## src/rtl/rtc_cal_pkg.sv

```systemverilog
package rtc_cal_pkg;

  localparam int NUM_FIELDS = 7;
  localparam int ADDR_W     = 3;
  localparam int DATA_W     = 8;

  typedef logic [DATA_W-1:0] bcd_t;

  localparam int F_SEC  = 0;
  localparam int F_MIN  = 1;
  localparam int F_HOUR = 2;
  localparam int F_DOW  = 3;
  localparam int F_DATE = 4;
  localparam int F_MON  = 5;
  localparam int F_YEAR = 6;
  localparam int A_CTRL = 7;

  // Next packed-BCD value, no range check.
  function automatic bcd_t bcd_inc(input bcd_t v);
    if (v[3:0] == 4'd9) return {v[7:4] + 4'd1, 4'd0};
    else                return {v[7:4], v[3:0] + 4'd1};
  endfunction

  // Divisible by four: (10*t + u) mod 4 == (2*t + u) mod 4.
  function automatic logic bcd_leap(input bcd_t yr);
    logic [1:0] s;
    s = yr[1:0] + {yr[4], 1'b0};
    return (s == 2'd0);
  endfunction

  function automatic bcd_t bcd_month_len(input bcd_t mon, input bcd_t yr);
    case (mon)
      8'h02:                      return bcd_leap(yr) ? 8'h29 : 8'h28;
      8'h04, 8'h06, 8'h09, 8'h11: return 8'h30;
      default:                    return 8'h31;
    endcase
  endfunction

  function automatic bcd_t field_low(input int i);
    return (i == F_DOW || i == F_DATE || i == F_MON) ? 8'h01 : 8'h00;
  endfunction

  function automatic bcd_t field_mask(input int i);
    case (i)
      F_SEC, F_MIN: return 8'h7F;
      F_HOUR:       return 8'h3F;
      F_DOW:        return 8'h07;
      F_DATE:       return 8'h3F;
      F_MON:        return 8'h1F;
      default:      return 8'hFF;
    endcase
  endfunction

  function automatic bcd_t field_top(input int i);
    case (i)
      F_SEC, F_MIN: return 8'h59;
      F_HOUR:       return 8'h23;
      F_DOW:        return 8'h07;
      F_MON:        return 8'h12;
      default:      return 8'h99;
    endcase
  endfunction

endpackage

```

## src/rtl/rtc_bcd_field.sv

```systemverilog
module rtc_bcd_field
  import rtc_cal_pkg::*;
#(
  parameter bcd_t LOW  = 8'h00,
  parameter bcd_t MASK = 8'hFF
) (
  input  logic clk,
  input  logic rst_n,
  input  logic en,
  input  bcd_t limit,
  input  logic load,
  input  bcd_t load_val,
  output bcd_t value,
  output logic at_limit
);
  bcd_t q;

  assign at_limit = (q >= limit);
  assign value    = q;

  always_ff @(posedge clk or negedge rst_n) begin
    if (!rst_n)    q <= LOW;
    else if (load) q <= load_val & MASK;
    else if (en)   q <= at_limit ? LOW : (bcd_inc(q) & MASK);
  end
endmodule

```

## src/rtl/rtc_century.sv

```systemverilog
module rtc_century (
  input  logic clk,
  input  logic rst_n,
  input  logic load,
  input  logic ceb_in,
  input  logic cb_in,
  input  logic year_wrap,
  output logic ceb,
  output logic cb
);
  always_ff @(posedge clk or negedge rst_n) begin
    if (!rst_n) begin
      ceb <= 1'b0;
      cb  <= 1'b0;
    end else if (load) begin
      ceb <= ceb_in;
      cb  <= cb_in;
    end else if (year_wrap && ceb) begin
      cb  <= ~cb;
    end
  end
endmodule

```

## src/rtl/rtc_calendar.sv

```systemverilog
module rtc_calendar
  import rtc_cal_pkg::*;
(
  input  logic       clk,
  input  logic       rst_n,
  input  logic       tick,
  input  logic       wr_en,
  input  logic [2:0] addr,
  input  logic [7:0] wdata,
  output logic [7:0] rdata
);
  bcd_t                  fld_q   [NUM_FIELDS];
  bcd_t                  fld_lim [NUM_FIELDS];
  logic [NUM_FIELDS-1:0] fld_at;
  logic [NUM_FIELDS-1:0] fld_en;
  logic [NUM_FIELDS-1:0] fld_ld;

  logic stop_q, ceb_q, cb_q;
  bcd_t ctrl_q;

  // Named internal events
  logic time_write, adv;
  logic sec_wrap, min_wrap, hr_wrap, date_wrap, mon_wrap, yr_wrap;
  bcd_t month_len;

  assign time_write = wr_en && (addr != 3'(A_CTRL));
  assign adv        = tick && !stop_q && !time_write;

  assign month_len  = bcd_month_len(fld_q[F_MON], fld_q[F_YEAR]);

  assign sec_wrap   = adv       && fld_at[F_SEC];
  assign min_wrap   = sec_wrap  && fld_at[F_MIN];
  assign hr_wrap    = min_wrap  && fld_at[F_HOUR];
  assign date_wrap  = hr_wrap   && fld_at[F_DATE];
  assign mon_wrap   = date_wrap && fld_at[F_MON];
  assign yr_wrap    = mon_wrap  && fld_at[F_YEAR];

  assign fld_en = {mon_wrap, date_wrap, hr_wrap, hr_wrap, min_wrap, sec_wrap, adv};

  always_comb begin
    for (int i = 0; i < NUM_FIELDS; i++) begin
      fld_lim[i] = (i == F_DATE) ? month_len : field_top(i);
      fld_ld[i]  = wr_en && (addr == 3'(i));
    end
  end

  for (genvar gi = 0; gi < NUM_FIELDS; gi++) begin : g_field
    rtc_bcd_field #(
      .LOW  (field_low(gi)),
      .MASK (field_mask(gi))
    ) u_field (
      .clk      (clk),
      .rst_n    (rst_n),
      .en       (fld_en[gi]),
      .limit    (fld_lim[gi]),
      .load     (fld_ld[gi]),
      .load_val (wdata),
      .value    (fld_q[gi]),
      .at_limit (fld_at[gi])
    );
  end

  rtc_century u_century (
    .clk       (clk),
    .rst_n     (rst_n),
    .load      (fld_ld[F_HOUR]),
    .ceb_in    (wdata[7]),
    .cb_in     (wdata[6]),
    .year_wrap (yr_wrap),
    .ceb       (ceb_q),
    .cb        (cb_q)
  );

  always_ff @(posedge clk or negedge rst_n) begin
    if (!rst_n) begin
      stop_q <= 1'b0;
      ctrl_q <= '0;
    end else begin
      if (fld_ld[F_SEC]) stop_q <= wdata[7];
      if (wr_en && addr == 3'(A_CTRL)) ctrl_q <= wdata;
    end
  end

  always_comb begin
    case (addr)
      3'(F_SEC):  rdata = {stop_q, fld_q[F_SEC][6:0]};
      3'(F_HOUR): rdata = {ceb_q, cb_q, fld_q[F_HOUR][5:0]};
      3'(A_CTRL): rdata = ctrl_q;
      default:    rdata = fld_q[addr];
    endcase
  end
endmodule

```

## config.mk

```make
export PLATFORM = sky130hd
export DESIGN_NAME = rtc_calendar
export DESIGN_NICKNAME = d
export VERILOG_FILES = /design/src/rtl/rtc_cal_pkg.sv /design/src/rtl/rtc_bcd_field.sv /design/src/rtl/rtc_century.sv /design/src/rtl/rtc_calendar.sv
export SDC_FILE = /design/constraint.sdc
export NUM_CORES = 1
export LEC_CHECK = 0
export BUFFER_PORTS_ARGS = -buffer_cell sky130_fd_sc_hd__buf_4
export CAP_MARGIN = 20
export CORE_MARGIN = 2
export CORE_UTILIZATION = 56
export DETAILED_ROUTE_END_ITERATION = 7
export PLACE_DENSITY = 0.79
export SLEW_MARGIN = 20
export SYNTH_ARGS = -nofsm -noshare
export SYNTH_HDL_FRONTEND = slang
export SYNTH_SLANG_ARGS = --single-unit
```

## constraint.sdc

```tcl
create_clock -name clk -period 2.7 [get_ports clk]
set_input_delay 0.27 -clock clk [delete_from_list [all_inputs] [get_ports clk]]
set_output_delay 0.27 -clock clk [all_outputs]
set_load 0.01 [all_outputs]
```

==> run summary <==
Final Max Slew Viols = 0
Total congestion overflow after global routing = 0
DP Area = 4214 µm²
Buffers inserted by post-CTS timing repair = 0
Setup Skew = 0.008839 ns
Proportion of total power due to net switching = 38.57%
Gr usage total = 28.87%
H-tree levels = 2
Largest net degree at the start of global routing = 54
Category of the worst setup path capture point = flop
Crit path arrival time = 2.80 ns
Startpoint-to-endpoint class of the critical path = flop to flop
Wire length of the first global-routing pass = 17060 µm
Residual DRC count = 0
Largest incremental delay on the critical path = 0.45 ns
Filler Cells Inserted = 552
Count of clock tree sinks = 53
Ant diodes = 0
Clock insertion delay at the later pin of the skew report = 0.31 ns
Count of instances resized after the clock tree is built = 0
Post-route cell area = 4307 µm²
Total number of placement rows = 30
Number of cell instances on the worst register-to-register path = 9
Internal power = 1.628 mW
Status = finished with violations
Detailed router's first-iteration violation count = 384
Max-cap violations = 0
Buffers added on ports = 22
Relative contribution of the clock network to total power = 17.1%
Final worst-path cycle share = 96.08%
Share of layout cells above drive strength 1 = 19.78%
Starting utilization of the core area = 57.34%
Synthesized net count = 459
Number of cells produced by synthesis = 429
Bufs on Longest Clock Path = 2
Max VDD drop = 0.4224 mV
Number of enable flip-flop cells after synthesis = 0
Seq cells post-synth = 53
CTS Root Buffer Type = sky130_fd_sc_hd__clkbuf_8
Standard cell core area = 6719 µm²
Violated checks = negative hold slack
Width of the die = 86.94 µm
Post-route core utilization = 64.10%
Average cell area after synthesis = 8.980 µm²
Via count = 3617
Share of async-settable or async-resettable flops after synthesis = 100.0%
Post-Route WL = 10690 µm
Pwr/cell area = 615.3 nW/µm²
Proportion of power drawn by combinational gates = 36.9%
Standard cell with the maximum stage delay on the critical path = sky130_fd_sc_hd__o21ai_0
Layout overhead on the synthesized area = 11.79%
Critical Path Source Type = flop
Final estimated routing congestion in global placement = 0.9523
Register clock-pin slew on the reported worst setup and hold paths = 0.09 ns
Number of hold violations in the final report = 12
Period minus WS final = 2.594 ns
Worst Hold Slack = -0.01086 ns
Length of the first detailed-routing pass in iterations = 5
Peak clock frequency supported by timing = 385.5 MHz
Die Footprint = 7559 µm²
Total power after layout = 2.650 mW
Cell area after synthesis = 3852 µm²
Count of endpoints failing setup in the final report = 0
Placed wire-length estimate = 7704 µm
Synth warn = 0
Initial antenna violation count = 0
Sequential share of power = 46.0%
Via count of the first global-routing pass = 3373
Wirelength per Cell = 19.80 µm
Remaining number of nets flagged by the antenna check after routing = 0
Number of buffers added by the clock tree synthesis step = 5
Slew at the pin closest to its max-slew limit = 0.7573 ns
Total of hold buffers inserted after clock tree synthesis = 0
Switching power = 1.022 mW
Routed vias/inst = 6.698
Synth unique cells = 60
Critical path peak fanout = 3
Path type of the worst min-delay path = primary input to asynchronous set/reset pin
Chip Height = 86.94 µm
# nets final = 489
Required time of the worst setup path = 2.90 ns
Dominant register cell in the synthesized netlist = sky130_fd_sc_hd__dfrtp_1
Cells along the critical path = xnor2_1 > nor4b_1 > a21oi_1 > ha_1 > nor4b_2 > o22ai_1 > nand4_1 > o21ai_0 > mux2_2
Leakage power of the design = 1.763 nW
TritonCTS clock tree = built
Number of top-level pins = 23
Seq/Total Area, Yosys = 34.52%
Slew HR = 49.40%
critical path: cells and delay by family, from the launching register on:
kind | cells | cell delay (ns)
AO/OA/AOI/OAI | 3 | 0.74
AND/OR/NAND/NOR | 3 | 0.49
flip-flops | 1 | 0.43
multiplexers | 1 | 0.39
adder cells (fa/ha/maj) | 1 | 0.31
XOR/XNOR | 1 | 0.14
sequential cells by signal (all words and copies together) (netlist names):
register / flops
g_field.u_field.value: 42
ctrl_q: 8
stop_q: 1
u_century.ceb: 1
u_century.cb: 1
cell families after synthesis:
| family | Yosys count | share of synthesized area, % |
|---|---|---|
| compound gates | 124 | 22.15 |
| xor+xnor | 5 | 1.137 |
| fa+ha+maj | 15 | 4.872 |
| buf+inv | 43 | 4.287 |
| flops | 53 | 34.52 |
| mux | 33 | 11.72 |
| simple gates | 156 | 21.31 |
final cells by class:
type | count | area [µm²] | share of cell area, %
Multi-Input combinational cell | 333 | 2375 | 55.14
Sequential cell | 53 | 1330 | 30.88
Timing Repair Buffer | 46 | 345.3 | 8.019
Tap cell | 80 | 100.1 | 2.324
Clock buffer | 7 | 76.32 | 1.772
Inverter | 20 | 75.07 | 1.743
Clock inverter | 1 | 5.005 | 0.1162
placed cells by master, fill, tap and decap left out, drive strengths merged, types with 5 or more instances in the layout:
master / n
ha: 15
a221o: 7
nor2: 23
nand3b: 6
nand2b: 6
clkbuf: 7
nor4b: 5
o211ai: 10
inv: 20
o22ai: 7
nand2: 52
mux4: 8
nor3: 9
or3: 6
o21ai: 37
dfrtp: 50
a31oi: 9
mux2i: 8
mux2: 17
buf: 46
a21oi: 17
o21bai: 5
nand3: 16
cell usage after synthesis, types with 3 or more instances:
cell / number / share of area [%]
sky130_fd_sc_hd__nand2_1: 52 / 5.1
sky130_fd_sc_hd__dfrtp_1: 50 / 32
sky130_fd_sc_hd__o21ai_0: 37 / 4.8
sky130_fd_sc_hd__nor2_1: 23 / 2.2
sky130_fd_sc_hd__inv_1: 20 / 1.9
sky130_fd_sc_hd__clkbuf_1: 18 / 1.8
sky130_fd_sc_hd__a21oi_1: 17 / 2.2
sky130_fd_sc_hd__mux2_2: 17 / 5.0
sky130_fd_sc_hd__ha_1: 15 / 4.9
sky130_fd_sc_hd__nand3_1: 14 / 1.8
sky130_fd_sc_hd__o211ai_1: 10 / 1.9
sky130_fd_sc_hd__a31oi_1: 9 / 1.5
sky130_fd_sc_hd__nor3_1: 9 / 1.2
sky130_fd_sc_hd__mux2i_1: 8 / 2.1
sky130_fd_sc_hd__mux4_2: 8 / 4.7
sky130_fd_sc_hd__a221o_1: 7 / 1.8
sky130_fd_sc_hd__o22ai_1: 7 / 1.1
sky130_fd_sc_hd__nand2b_1: 6 / 0.97
sky130_fd_sc_hd__nand3b_1: 6 / 1.2
sky130_fd_sc_hd__or3_1: 6 / 0.97
sky130_fd_sc_hd__nor4b_1: 5 / 1.1
sky130_fd_sc_hd__o21bai_1: 5 / 0.97
sky130_fd_sc_hd__nand4_1: 4 / 0.65
sky130_fd_sc_hd__nor2b_1: 4 / 0.65
sky130_fd_sc_hd__or4_1: 4 / 0.78
sky130_fd_sc_hd__xnor2_1: 4 / 0.91
sky130_fd_sc_hd__a22oi_1: 3 / 0.58
sky130_fd_sc_hd__and2_1: 3 / 0.49
sky130_fd_sc_hd__and3_1: 3 / 0.49
sky130_fd_sc_hd__buf_2: 3 / 0.39
sky130_fd_sc_hd__dfstp_2: 3 / 2.0
sky130_fd_sc_hd__nor3b_1: 3 / 0.58
sky130_fd_sc_hd__nor4bb_1: 3 / 0.78
sky130_fd_sc_hd__o221ai_1: 3 / 0.68
sky130_fd_sc_hd__o2bb2ai_1: 3 / 0.68
sky130_fd_sc_hd__o31ai_1: 3 / 0.58
routing by layer:
| layer | GRT usage, % | routed length, µm |
|---|---|---|
| met5 | 0 | 0 |
| met4 | 7.386 | 148 |
| met3 | 5.308 | 910 |
| met2 | 43.65 | 4898 |
| met1 | 42.75 | 4738 |
per-stage QoR:
step | cells | hold WS, ns | setup TNS [ns] | setup slack, ns
floorplan | 429 | -0.02559 | 0 | 0.01214
global placement | 532 | 0.3643 | 0 | 0.2650
detailed placement | 532 | 0.3634 | 0 | 0.1747
CTS | 540 | 0.02409 | 0 | 0.1559
global route | 540 | 0.05544 | -0.004889 | -0.004889
finish | 540 | -0.01086 | 0 | 0.1058
power by group through the flow:
stage,logic (mW),registers [mW],clock network (mW)
after detailed placement,0.960,1.22,0
after floorplan,0.704,1.12,0
final,0.979,1.22,0.452
after global routing,1.09,1.24,0.490
after CTS,0.964,1.20,0.457
after global placement,0.928,1.21,0
final timing paths:
| check | startpoint | end | slack, ns |
|---|---|---|---|
| min in group clk | wdata[7] | u_century.ceb | 0.18 |
| hold reg to reg | ctrl_q[2] | ctrl_q[2] | 0.49 |
| hold / removal | rst_n | g_field[5].u_field.value[3] | -0.01 |
| max in group asynchronous | rst_n | g_field[5].u_field.value[1] | 2.22 |
| setup / recovery | g_field[5].u_field.value[4] | g_field[6].u_field.value[4] | 0.11 |
| setup reg to reg | g_field[5].u_field.value[4] | g_field[6].u_field.value[4] | 0.11 |
No activity file was read; power rests on OpenSTA's default activity.
